$ cat src/rtl/cbr_pkg.sv
package cbr_pkg;

  localparam int PC_W   = 64;
  localparam int D22_W  = 22;
  localparam int D19_W  = 19;
  localparam int RHI_W  = 2;
  localparam int RLO_W  = 14;
  localparam int FLAG_W = 4;
  localparam int CODE_W = 4;

  typedef enum logic [2:0] {
    K_BR22  = 3'd0,
    K_BR19  = 3'd1,
    K_BRREG = 3'd2,
    K_MOVF  = 3'd3,
    K_MOVR  = 3'd4,
    K_TRAP  = 3'd5,
    K_RSV6  = 3'd6,
    K_RSV7  = 3'd7
  } kind_e;

  typedef struct packed {
    logic n;
    logic z;
    logic v;
    logic c;
  } nzvc_t;

  localparam logic [CODE_W-1:0] C_NEVER  = 4'd0;
  localparam logic [CODE_W-1:0] C_ALWAYS = 4'd8;

  // Bit 3 of the code inverts the base test selected by bits 2:0.
  function automatic logic flag_test(nzvc_t f, logic [CODE_W-1:0] code);
    logic base;
    case (code[2:0])
      3'd1:    base = f.z;
      3'd2:    base = f.z | (f.n ^ f.v);
      3'd3:    base = f.n ^ f.v;
      3'd4:    base = f.c | f.z;
      3'd5:    base = f.c;
      3'd6:    base = f.n;
      3'd7:    base = f.v;
      default: base = 1'b0;
    endcase
    return base ^ code[3];
  endfunction

  function automatic logic is_branch(kind_e k);
    return (k == K_BR22) || (k == K_BR19) || (k == K_BRREG);
  endfunction

  function automatic logic is_move(kind_e k);
    return (k == K_MOVF) || (k == K_MOVR);
  endfunction

endpackage

$ cat src/rtl/cbr_cond_unit.sv
module cbr_cond_unit
  import cbr_pkg::*;
#(
  parameter int NSETS = 2
) (
  input  logic [NSETS*FLAG_W-1:0] flags,
  input  logic                    use_wide,
  input  logic [CODE_W-1:0]       code,
  output logic                    hit,
  output nzvc_t                   chosen
);
  localparam int SEL_W = (NSETS > 1) ? $clog2(NSETS) : 1;

  nzvc_t set_arr [NSETS];

  genvar g;
  generate
    for (g = 0; g < NSETS; g++) begin : g_set
      assign set_arr[g] = nzvc_t'(flags[g*FLAG_W +: FLAG_W]);
    end
  endgenerate

  logic [SEL_W-1:0] sel_idx;
  assign sel_idx = SEL_W'(use_wide);

  assign chosen = set_arr[sel_idx];
  assign hit    = flag_test(chosen, code);

endmodule

$ cat src/rtl/cbr_reg_test.sv
module cbr_reg_test #(
  parameter int W = 64
) (
  input  logic [W-1:0] val,
  input  logic [2:0]   code,
  output logic         hit
);
  logic is_zero;
  logic is_neg;
  logic base;

  assign is_zero = (val == '0);
  assign is_neg  = val[W-1];

  always_comb begin
    case (code[1:0])
      2'd1:    base = is_zero;
      2'd2:    base = is_zero | is_neg;
      2'd3:    base = is_neg;
      default: base = 1'b0;
    endcase
  end

  // Bit 2 inverts; codes 0 and 4 stay false.
  assign hit = (code[1:0] == 2'd0) ? 1'b0 : (base ^ code[2]);

endmodule

$ cat src/rtl/cbr_target_gen.sv
module cbr_target_gen
  import cbr_pkg::*;
#(
  parameter int AW   = PC_W,
  parameter int W22  = D22_W,
  parameter int W19  = D19_W,
  parameter int WHI  = RHI_W,
  parameter int WLO  = RLO_W
) (
  input  kind_e           kind,
  input  logic [AW-1:0]   pc,
  input  logic [W22-1:0]  disp22,
  input  logic [W19-1:0]  disp19,
  input  logic [WHI-1:0]  rhi,
  input  logic [WLO-1:0]  rlo,
  output logic [AW-1:0]   target
);
  localparam int HI_SHIFT = WLO + 2;

  function automatic logic [AW-1:0] word_off22(logic [W22-1:0] d);
    logic [AW-1:0] ext;
    ext = {{(AW-W22){d[W22-1]}}, d};
    return ext << 2;
  endfunction

  function automatic logic [AW-1:0] word_off19(logic [W19-1:0] d);
    logic [AW-1:0] ext;
    ext = {{(AW-W19){d[W19-1]}}, d};
    return ext << 2;
  endfunction

  function automatic logic [AW-1:0] split_off(logic [WHI-1:0] h, logic [WLO-1:0] l);
    logic [AW-1:0] hx;
    logic [AW-1:0] lx;
    hx = {{(AW-WHI){h[WHI-1]}}, h};
    lx = {{(AW-WLO){1'b0}}, l};
    return (hx << HI_SHIFT) | (lx << 2);
  endfunction

  logic [AW-1:0] off_sel;

  always_comb begin
    case (kind)
      K_BR22:  off_sel = word_off22(disp22);
      K_BR19:  off_sel = word_off19(disp19);
      K_BRREG: off_sel = split_off(rhi, rlo);
      default: off_sel = '0;
    endcase
  end

  assign target = is_branch(kind) ? (pc + off_sel) : '0;

endmodule

$ cat src/rtl/cbr_eval.sv
module cbr_eval
  import cbr_pkg::*;
(
  input  logic               clk,
  input  logic               rst_n,
  input  logic               in_valid,
  input  logic [2:0]         kind,
  input  logic [CODE_W-1:0]  cond_code,
  input  logic               wide_sel,
  input  logic               annul_bit,
  input  logic [7:0]         flags,
  input  logic [D22_W-1:0]   disp22,
  input  logic [D19_W-1:0]   disp19,
  input  logic [RHI_W-1:0]   rdisp_hi,
  input  logic [RLO_W-1:0]   rdisp_lo,
  input  logic [PC_W-1:0]    pc,
  input  logic [PC_W-1:0]    reg_val,
  output logic               out_valid,
  output logic               taken,
  output logic [PC_W-1:0]    target,
  output logic               annul_next,
  output logic               trap_req
);
  localparam int NSETS = 8 / FLAG_W;

  kind_e k;
  assign k = kind_e'(kind);

  // Named internal events.
  logic  use_wide;
  logic  flag_hit;
  logic  reg_hit;
  logic  cond_hit;
  logic  br_kind;
  logic  mv_kind;
  logic  forced_take;
  nzvc_t chosen_set;
  logic [PC_W-1:0] tgt_comb;

  assign use_wide = wide_sel && (k != K_BR22);

  cbr_cond_unit #(.NSETS(NSETS)) u_cond (
    .flags    (flags),
    .use_wide (use_wide),
    .code     (cond_code),
    .hit      (flag_hit),
    .chosen   (chosen_set)
  );

  cbr_reg_test #(.W(PC_W)) u_rtest (
    .val  (reg_val),
    .code (cond_code[2:0]),
    .hit  (reg_hit)
  );

  cbr_target_gen u_tgt (
    .kind   (k),
    .pc     (pc),
    .disp22 (disp22),
    .disp19 (disp19),
    .rhi    (rdisp_hi),
    .rlo    (rdisp_lo),
    .target (tgt_comb)
  );

  assign br_kind     = is_branch(k);
  assign mv_kind     = is_move(k);
  assign cond_hit    = ((k == K_BRREG) || (k == K_MOVR)) ? reg_hit : flag_hit;
  assign forced_take = ((k == K_BR22) || (k == K_BR19)) && (cond_code == C_ALWAYS);

  logic            taken_d;
  logic            annul_d;
  logic            trap_d;
  logic [PC_W-1:0] target_d;

  always_comb begin
    taken_d  = (br_kind || mv_kind) && cond_hit;
    annul_d  = br_kind && annul_bit && (!cond_hit || forced_take);
    trap_d   = (k == K_TRAP) && flag_hit;
    target_d = tgt_comb;
  end

  always_ff @(posedge clk) begin
    if (!rst_n) begin
      out_valid  <= 1'b0;
      taken      <= 1'b0;
      annul_next <= 1'b0;
      trap_req   <= 1'b0;
      target     <= '0;
    end else if (in_valid) begin
      out_valid  <= 1'b1;
      taken      <= taken_d;
      annul_next <= annul_d;
      trap_req   <= trap_d;
      target     <= target_d;
    end else begin
      out_valid  <= 1'b0;
      taken      <= 1'b0;
      annul_next <= 1'b0;
      trap_req   <= 1'b0;
      target     <= '0;
    end
  end

  // one-cycle latency of the strobe.
  p_latency_r2: assert property (@(posedge clk) disable iff (!rst_n)
    in_valid |=> out_valid);
  p_idle_r2: assert property (@(posedge clk) disable iff (!rst_n)
    !in_valid |=> !out_valid && !taken && !annul_next && !trap_req);

  // nothing reported without a valid result.
  p_quiet_r1: assert property (@(posedge clk) disable iff (!rst_n)
    !out_valid |-> (target == '0) && !taken && !trap_req);

  // always code on a flag branch is taken.
  p_always_r5: assert property (@(posedge clk) disable iff (!rst_n)
    in_valid && forced_take |=> taken);

  // taken together with annul only follows an always code.
  p_annul_take_r9: assert property (@(posedge clk) disable iff (!rst_n)
    out_valid && taken && annul_next |-> ($past(cond_code) == C_ALWAYS));

  // a trap request excludes branch outcomes.
  p_trap_excl_r10: assert property (@(posedge clk) disable iff (!rst_n)
    out_valid && trap_req |-> !taken && !annul_next && (target == '0));

  // moves never annul or trap.
  p_move_r11: assert property (@(posedge clk) disable iff (!rst_n)
    in_valid && mv_kind |=> !annul_next && !trap_req);

  // the narrow form never looks at the wide set.
  always_comb begin
    if (k == K_BR22) begin
      a_narrow_r4: assert (chosen_set == nzvc_t'(flags[3:0]));
    end
  end

endmodule

$ cat config.mk
export PLATFORM = sky130hd
export DESIGN_NAME = cbr_eval
export DESIGN_NICKNAME = d
export VERILOG_FILES = /design/src/rtl/cbr_pkg.sv /design/src/rtl/cbr_cond_unit.sv /design/src/rtl/cbr_reg_test.sv /design/src/rtl/cbr_target_gen.sv /design/src/rtl/cbr_eval.sv
export SDC_FILE = /design/constraint.sdc
export NUM_CORES = 1
export LEC_CHECK = 0
export ABC_AREA = 1
export BUFFER_PORTS_ARGS = -buffer_cell sky130_fd_sc_hd__clkbuf_2
export CAP_MARGIN = 20
export CELL_PAD_IN_SITES_DETAIL_PLACEMENT = 0
export CELL_PAD_IN_SITES_GLOBAL_PLACEMENT = 1
export CORE_MARGIN = 2
export CORE_UTILIZATION = 33
export CTS_CLUSTER_DIAMETER = 150
export DETAILED_ROUTE_END_ITERATION = 12
export GPL_TIMING_DRIVEN = 0
export MAX_ROUTING_LAYER = met4
export PLACE_DENSITY_LB_ADDON = 0.1
export SETUP_SLACK_MARGIN = 0.02
export SYNTH_ARGS = -nofsm -noshare
export SYNTH_HDL_FRONTEND = slang
export SYNTH_SLANG_ARGS = --single-unit
$ cat constraint.sdc
create_clock -name clk -period 4.8 [get_ports clk]
set_input_delay 0.96 -clock clk [delete_from_list [all_inputs] [get_ports clk]]
set_output_delay 0.96 -clock clk [all_outputs]
set_load 0.05 [all_outputs]
* Word level (Yosys, flattened, before mapping)
Index checks and enable logic that the tools add are counted.
** Storage, ports and cells
- Output and inout bits :: 68
- Input port bits :: 205
- Register bits :: 68
** Operators by class
- Multiplexer cells :: 9
- Magnitude comparators :: 1
- Eq/ne operators :: 16
- Reductions and logical operators :: 19
- Bitwise gates (word level) :: 8
- Add/subtract/negate cells :: 1
** Operator list (number)
- 64-bit one-hot mux with 3 select lines :: 1
- 64-bit adder :: 1
- 64-bit zero test :: 1
- 64-bit by 16-bit OR with 64-bit output :: 1
- 3-bit == test (second input constant) :: 6
- 3-bit by 2-bit == test with 1-bit output (second input constant) :: 4
- 4-bit two-way mux :: 3
- 1-bit one-hot mux with 7 select lines :: 1
- 3-bit by 1-bit == test with 1-bit output (second input constant) :: 2
- 1-bit logical AND :: 6
- 1-bit logical OR :: 6
- 2-bit == test (second input constant) :: 2
- 4-bit == test (second input constant) :: 1
- 3-bit zero test :: 1
- 1-bit two-way mux :: 3
- 1-bit OR :: 3
- 1-bit one-hot mux with 3 select lines :: 1
- 3-bit AND reduction :: 1
- 3-bit nonzero test :: 1
- 1-bit bitwise XOR :: 3
- 2-bit by 1-bit == test with 1-bit output (second input constant) :: 1
- 2-bit greater-or-equal comparator (second input constant) :: 1
- 2-bit zero test :: 1
- 1-bit inverter with 2-bit output :: 1
- 2 further kinds :: 2

* Logic depth before layout (Yosys ltp)
Gate-level depths: netlist of run 1.
- Depth after elaboration :: 14
- Gate-level depth with buffers :: 24
- Depth with buffers taken out :: 23

* Modules after synthesis
A second synthesis of run 1 with hierarchy kept.
** Unflattened totals
- Cells, all modules :: 1534
- Area total of the unflattened synthesis :: 8015.2 µm²
** By module, submodules not included
- cbr_target_gen :: area each 5437.7 µm², sequential area each 0.0 µm², cells an instance 1175, times used 1
- cbr_eval :: area each 2004.4 µm², sequential area each 1361.3 µm², cells an instance 230, times used 1
- cbr_reg_test :: area each 301.5 µm², sequential area each 0.0 µm², cells an instance 73, times used 1
- cbr_cond_unit :: area each 271.5 µm², sequential area each 0.0 µm², cells an instance 56, times used 1

* Worst setup path after synthesis of run 1
No wires, ideal clock.
- Path type :: input -> register
- Start point :: in kind[1]
- End point :: reg target[62]
- Data arrival time :: 3.539 ns
- Setup slack :: 1.148 ns
- Setup time :: 0.113 ns
- Buffers on the path :: 1
- Cell stages on the path :: 21
- Cell sequence :: nor2_4 > nand2_1 > inv_1 > clkbuf_1 > nand2_1 > nand3_1 > ha_1 > inv_1 > fa_1 > o21ai_0 > nand4_1 > nand3_1 > nand2_1 > nand2_1 > nand2_1 > nand2_1 > nand2_1 > nand3_1 > nand2_1 > nand2_1 > nor2_1
** Between the ends
- Longest elaborated chain between the ends :: 4
- Elaborated cells between the ends (all ways) :: 8
- Those cells by class :: add/sub: 1; eq/ne: 2; mux: 1; reduce/logical: 4
** RTL lines
- from (decl) :: RTL line cbr_eval.sv:7 : input logic [2:0] kind,
- parallel branches: the longest is 4 deep, another holds 64-bit adder
- to (signal assigned) :: RTL line cbr_eval.sv:95 : target <= target_d;
- to (decl) :: RTL line cbr_eval.sv:20 : output logic [PC_W-1:0] target,
Several ways; the timed one is not identified.
A chain may end at the register's enable or synchronous reset.

* Worst setup path in the final report of run 1
- Start point :: in kind[1]
- End point :: reg target[46]
Same word-level chain as after synthesis.

==> results of run 1 <==
-- power breakdown --
| group | switching [W] | total, W | internal (W) |
|---|---|---|---|
| logic | 0.000576 | 0.000820 | 0.000243 |
| registers | 0.00000592 | 0.000594 | 0.000588 |
| clock network | 0.000278 | 0.000638 | 0.000361 |
-- worst max-delay path by stage --
stage                     cells past startpoint     from                    end  slack [ns]
after floorplan                              21  kind[1]  target[62]$_SDFF_PN0_        1.15
after CTS                                    21  kind[1]  target[62]$_SDFF_PN0_        0.16
final                                        20  kind[1]  target[46]$_SDFF_PN0_        0.32
after global routing                         23  kind[1]  target[62]$_SDFF_PN0_        0.03
after detailed placement                     21  kind[1]  target[62]$_SDFF_PN0_       -0.18
after global placement                       20  kind[1]  target[46]$_SDFF_PN0_       -0.20
-- final cells by class --
type	instances	area share, %
sequential	68	14.8
clock inverter	5	0.299
multi-input combinational	1053	54.9
clock buffer	11	2.64
tap	280	3.81
inverter	177	7.22
timing repair buffer	266	14.5
buffer	29	1.84
antenna	1	0.0272
-- cell usage after synthesis, types with 2 or more instances --
library cell	number	area, um2
o21a_1	7	52.6
buf_2	3	15.0
a21o_1	4	30.0
a21oi_1	95	475
o41ai_1	37	324
nand3_4	3	52.6
o21ai_0	61	305
nor2_2	10	62.6
xor2_2	4	65.1
nor2_1	192	721
ha_1	21	263
clkbuf_1	15	56.3
buf_6	7	78.8
nor2_4	2	22.5
xor2_1	13	114
nand2_1	456	1710
nand3_1	91	455
xnor2_1	6	52.6
nand3b_1	5	37.5
nor3_1	3	15.0
inv_2	2	7.51
nor4_1	15	93.8
inv_1	175	657
dfxtp_1	68	1360
nand4_1	18	113
or2_2	2	12.5
buf_1	3	11.3
-- through the flow --
stage / power, W / setup TNS, ns / worst slack (ns) / hold WS, ns / utilization [%]
global placement: 0.00141 / -0.762 / -0.203 / 1.16 / 41.2
finish: 0.00205 / 0 / 0.316 / 0.804 / 42.4
floorplan: 0.00111 / 0 / 1.15 / 1.04 / -
global route: 0.00217 / 0 / 0.0341 / 0.832 / 42.4
CTS: 0.00205 / 0 / 0.164 / 0.801 / 42.4
detailed placement: 0.00141 / -0.652 / -0.185 / 1.17 / 41.2
-- state kept, by name, indices dropped and copies added (netlist names) --
| signal | count |
|---|---|
| out_valid | 1 |
| annul_next | 1 |
| trap_req | 1 |
| taken | 1 |
| target | 64 |
-- placed cells by master, fill, tap and decap left out, drive strengths merged --
cell,synthesis,final
clkbuf,15,292
o41ai,37,37
clkinv,0,4
or2,3,3
o21bai,1,1
inv,177,177
clkinvlp,0,1
ha,21,21
xor2,17,17
a21o,4,4
nand2,456,456
a221oi,1,1
xnor2,6,6
nand3,95,95
nand4,18,18
a21oi,95,95
nor2,204,204
and2,1,1
o21ai,62,62
buf,14,14
diode,0,1
o21a,7,7
nor4,15,15
dfxtp,68,68
nand3b,5,5
nor3,3,3
and3,1,1
fa,1,1
-- routing by layer --
metal,up-vias,part of all wire [%],global-route usage (%)
li1,4841,-,-
met1,4245,48,37.8
met2,348,44,43.4
met3,35,6.6,4.44
met4,0,1.8,6.54
met5,-,0,-
-- tightest hold or removal path: stages --
cell and delay, ns:
clkbuf_2 0.08, inv_1 0.04, nor2_1 0.03
-- cell families (layout without fill, tap and decap cells) --
logic type,Yosys count,in the layout,synth area share (%)
xor+xnor,23,23,3.20
fa+ha+maj,22,22,3.90
buf+inv,206,488,11.5
simple gates,801,801,45.9
other cells,0,1,0
compound gates,207,207,16.7
flops,68,68,18.8
==> impl_summary.log, run 1 <==
[metrics] Initial DRT Pass Iterations: 5
[metrics] Final Max Slew Viols: 0
[metrics] CP Buf/Inv Count: 3
[metrics] total clock buffers created by CTS: 9
[metrics] number of nets with antenna violations after routing: 0
[metrics] count of standard-cell rows: 54
[metrics] die width: 152 um
[metrics] post-detail-place hpwl: 27400 um
[metrics] Bufs on Longest Clock Path: 2
[metrics] I/O pin total: 273
[metrics] GRT Residual Overflow: 0
[metrics] clock root buffer: clkbuf_16
[metrics] hold bufs inserted after CTS: 0
[metrics] clock-pin slew reported for the worst setup and hold paths after clock tree synthesis: 0.06 ns
[metrics] number of DRC violations after detailed-routing iteration 0: 655
[metrics] Final Net Count: 1831
[metrics] TritonCTS Sinks: 68
[metrics] drt total wl: 32000 um
[metrics] max-capacitance violation count: 0
[metrics] Worst Path Arrival: 4.73 ns
[metrics] timing-limited maximum frequency: 0.223 GHz
[metrics] most common cell type on the critical path: nand2_1
[metrics] final hold violations: 0
[metrics] IO Port Bufs: 266
[metrics] post-cts repair resize count: 0
[metrics] routability congestion estimate: 1.03
[metrics] post-synthesis register bit count: 68
[metrics] Mapped Avg Cell Area: 5.46 um2
[metrics] library cells used by synthesis: 36
[metrics] cell count after synthesis: 1327
[metrics] largest net degree at the start of global routing: 12
[metrics] multi-input gate area in the final layout: 0.00505 mm2
[metrics] post-layout instance area: 0.00920 mm2
[metrics] Netlist Area Pre-Place: 0.00724 mm2
[metrics] via count of the first global-routing pass: 8838
[metrics] critical path class: in -> reg
[metrics] warnings from Yosys: 0
[metrics] Post-synth EDFFs: 0
[metrics] number of post-CTS setup repair buffers: 0
[metrics] final standard cell count with taps included and fillers excluded: 1890
[metrics] Hold Path Cell Cnt: 3
[metrics] global-route wire length before repair: 48400 um
[metrics] via count: 9469
[metrics] setup-violating endpoint count in the final report: 0
[metrics] post-route DRC violation count: 0
[metrics] kind of end point of the critical path: flip-flop
[metrics] Clock H-tree levels: 3
[metrics] overall global routing resource usage: 27.8%
[metrics] worst min-delay path startpoint: pc[1]
[metrics] Die ar.: 0.0231 mm2
[metrics] highest net fanout along the worst path: 10
[metrics] area of the core: 0.0217 mm2
[metrics] initial antenna violation count: 1
[metrics] area used by sequential logic in the layout: 0.00136 mm2
[metrics] Worst path top cell family by delay: simple AND/OR/NAND/NOR gates
[metrics] longest individual stage delay on the worst path: 0.45 ns
[metrics] Period Utilization, post-route: 93.4%
[metrics] Fill cells: 2543
[metrics] clock tree from TritonCTS: built
[metrics] crit-path cells: clkbuf_2 -> nor2_4 -> inv_1 -> nor2_2 -> clkbuf_1 -> nand2_1 -> nand3_1 -> ha_1 -> a21oi_1 -> o21ai_0 -> a21oi_1 -> nand3_1 -> nand2_1 -> nand2_1 -> nand2_1 -> nand2_1 -> a21oi_1 -> nand2_1 -> nand2_1 -> nor2_1
[metrics] share of synthesized registers carrying an async set or reset: 0%
[metrics] Post-Synthesis Net Count: 1554
[metrics] ratio of cells with drive above 1 in the final layout: 19.7%
[metrics] result of the run: finished clean
[metrics] slowest cell on the critical path: clkbuf_1
[metrics] portion of the post-synthesis area used by sequential elements: 18.8%
[metrics] P per Cell Area: 223 mW/mm2
[metrics] Critical Path Start Type: input port
[metrics] transition at the pin with the smallest max-transition slack: 1.00 ns
[metrics] Area growth, synth to finish: 27.0%
[metrics] effective utilization at floorplan: 33.4%
[metrics] Placed Instance Area: 0.00892 mm2
[metrics] Post-Place Cells: 1873
[metrics] type of the tightest min-delay check: in -> reg
[metrics] max_slew headroom: 33.1%
[metrics] final routed wire length divided by cell count: 16.9 um
[metrics] unrepaired setup endpoints after global routing: no
[metrics] required arrival time at the worst endpoint: 5.05 ns
[metrics] Die Span Y: 152 um
[metrics] leakage: 5.21 nW
[metrics] capture endpoint of the worst hold path: target[1]$_SDFF_PN0_
[metrics] post-DR vias/cell: 5.01
[metrics] Final Critical Period: 4.48 ns
[metrics] IR Drop Worst-Case VDD: 154 uV
[metrics] Synth Flop Type: dfxtp_1
No activity file was read; power rests on OpenSTA's default activity.
==> run 2: changes to the inputs <==
- SYNTH_HIERARCHICAL: unset -> 1
==> run 2 against run 1 <==
- final area rose by 9.6%
- routed wire length rose by 8.0%
- clock power rose by 12%
- combinational power rose by 11%
- first-iteration DRC count fell by 5.2%
- global-route usage barely moved
- critical endpoint is now target[50]$_SDFF_PN0_
- largest power group unchanged
==> impl_summary.log, run 2 <==
[metrics] post-detail-place hpwl: 29300 um
[metrics] post-layout instance area: 0.0101 mm2
[metrics] warnings from Yosys: 6
[metrics] longest individual stage delay on the worst path: 0.45 ns
[metrics] number of nets with antenna violations after routing: 0
[metrics] number of DRC violations after detailed-routing iteration 0: 621
[metrics] result of the run: finished clean
[metrics] IR Drop Worst-Case VDD: 123 uV
[metrics] Most flops, register: target
[metrics] Bufs on Longest Clock Path: 2
[metrics] count of standard-cell rows: 57
[metrics] kind of end point of the critical path: flip-flop
[metrics] Final Critical Period: 4.42 ns
[metrics] part of the power in combinational logic: 41.2%
[metrics] cell count after synthesis: 1533
[metrics] clock tree from TritonCTS: built
[metrics] Pint: 0.00129 W
[metrics] area of the core: 0.0241 mm2
[metrics] Critical Path Start Type: input port
[metrics] global-route wire length before repair: 53700 um
[metrics] Final Net Count: 2039
[metrics] effective utilization at floorplan: 33.2%
[metrics] clock share of power: 32.1%
[metrics] Worst path top cell family by delay: simple AND/OR/NAND/NOR gates
[metrics] required arrival time at the worst endpoint: 5.09 ns
[metrics] initial antenna violation count: 0
[metrics] Initial DRT Pass Iterations: 5
[metrics] via count: 10344
[metrics] Area growth, synth to finish: 25.9%
[metrics] sequential power share: 26.7%
[metrics] CP Buf/Inv Count: 6
[metrics] slowest cell on the critical path: fa_1
[metrics] largest net degree at the start of global routing: 13
[metrics] antenna diode instance count: 0
[metrics] routability congestion estimate: 0.952
[metrics] clock-pin slew reported for the worst setup and hold paths after clock tree synthesis: 0.06 ns
[metrics] via count of the first global-routing pass: 9912
[metrics] drt total wl: 34600 um
[metrics] transition at the pin with the smallest max-transition slack: 0.749 ns
[metrics] Worst Path Arrival: 4.71 ns
[metrics] P per Cell Area: 220 mW/mm2
[metrics] max_slew headroom: 49.4%
[metrics] Mapped Avg Cell Area: 5.23 um2
[metrics] post-route DRC violation count: 0
[metrics] commonest cells after routing, fill and taps aside: nand2_1, nor2_1, clkbuf_2, inv_1, nand3_1
[metrics] final routed wire length divided by cell count: 16.1 um
[metrics] IO Port Bufs: 266
[metrics] max-capacitance violation count: 0
[metrics] unrepaired setup endpoints after global routing: no
[metrics] highest net fanout along the worst path: 10
[metrics] Period Utilization, post-route: 92.2%
[metrics] die width: 160 um
[metrics] timing-limited maximum frequency: 0.226 GHz
[metrics] overall global routing resource usage: 27.8%
[metrics] Final Max Slew Viols: 0
[metrics] clock root buffer: clkbuf_16
[metrics] ratio of cells with drive above 1 in the final layout: 19.8%
[metrics] GRT Residual Overflow: 0
[metrics] total clock buffers created by CTS: 9
[metrics] number of flip-flops under the largest register name: 64
[metrics] Netlist Area Pre-Place: 0.00801 mm2
[metrics] Post-Synthesis Net Count: 1761
[metrics] post-DR vias/cell: 4.83
[metrics] Clock H-tree levels: 3
[metrics] type of the tightest min-delay check: in -> reg
[metrics] Placed Instance Area: 0.00976 mm2
[metrics] leakage: 5.73 nW
[metrics] Die Span Y: 160 um
[metrics] total power of the final layout: 0.00222 W
[metrics] crit-path cells: clkbuf_2 -> nor2_4 -> inv_1 -> nor2_4 -> clkbuf_4 -> nand2_1 -> nand3_1 -> ha_1 -> inv_1 -> fa_1 -> o21ai_2 -> nand4_1 -> nand3_1 -> nand2_1 -> nand3_1 -> inv_1 -> o21bai_2 -> nand2_1 -> nand3_1 -> nand2_1 -> nor2_1 -> inv_1 -> nor2_1
[metrics] final hold violations: 0
[metrics] TritonCTS Sinks: 68
[metrics] Die ar.: 0.0255 mm2
[metrics] switching share of total power: 42.0%
[metrics] setup-violating endpoint count in the final report: 0
[metrics] critical path class: in -> reg
[metrics] I/O pin total: 273
[metrics] commonest non-fill, non-tap cell in the layout: nand2_1
[metrics] power spent charging and discharging nets: 0.000933 W
-- run 2: final timing paths --
check,start,endpoint,slack (ns),cells past startpoint
worst max-delay path,kind[2],target[50]$_SDFF_PN0_,0.38,23
worst min-delay path,pc[0],target[0]$_SDFF_PN0_,0.88,5
-- run 2: area by class of cell --
cell class	instances	area (um2)
plain buffers	42	240
clock buffers	10	239
clock inverters	6	63.8
fillers	2903	14000
inverters	235	890
multi-input cells	1188	5540
flip-flops and latches	68	1360
well taps	324	405
repair buffers	267	1340
-- run 2: power by group through the flow --
stage               combinational [W]  sequential, W  clock (W)
floorplan                    0.000506       0.000688          0
global placement             0.000903       0.000606          0
detailed placement           0.000905       0.000606          0
CTS                          0.000910       0.000594   0.000732
global route                  0.00102       0.000595   0.000754
finish                       0.000914       0.000594   0.000712
-- run 2: worst min-delay path: stages --
cell      delay, ns
clkbuf_2       0.08
inv_1          0.04
nor2_1         0.03
inv_1          0.04
nor2_1         0.03
-- run 2: metrics by stage --
stage | setup TNS (ns) | std cells | util (%) | hold WS, ns | setup WS (ns)
2_1_floorplan | 0 | 1533 | - | 1.09 | 0.830
3_3_place_gp | -12.60 | 2123 | 40.4 | 1.23 | -0.902
3_5_place_dp | -14.28 | 2124 | 40.5 | 1.25 | -0.971
4_1_cts | 0 | 2140 | 41.8 | 0.875 | 0.0456
5_1_grt | 0 | 2140 | 41.8 | 0.929 | 0.0509
6_report | 0 | 2140 | 41.8 | 0.881 | 0.377
-- run 2: timing repair --
item,4_1_cts,5_1_grt
pin swaps,0,0
setup endpoints to repair,16,13
hold buffers,0,0
endpoints found under the hold margin,0,0
buffers inserted,0,0
resized for setup,4,8
-- run 2: metal layers --
metal	routed length (um)	vias up	track usage, %
met4	848	0	7.13
met1	14600	4596	32.1
met3	1850	42	4.62
met5	0	-	-
li1	-	5397	-
met2	17200	309	50.0
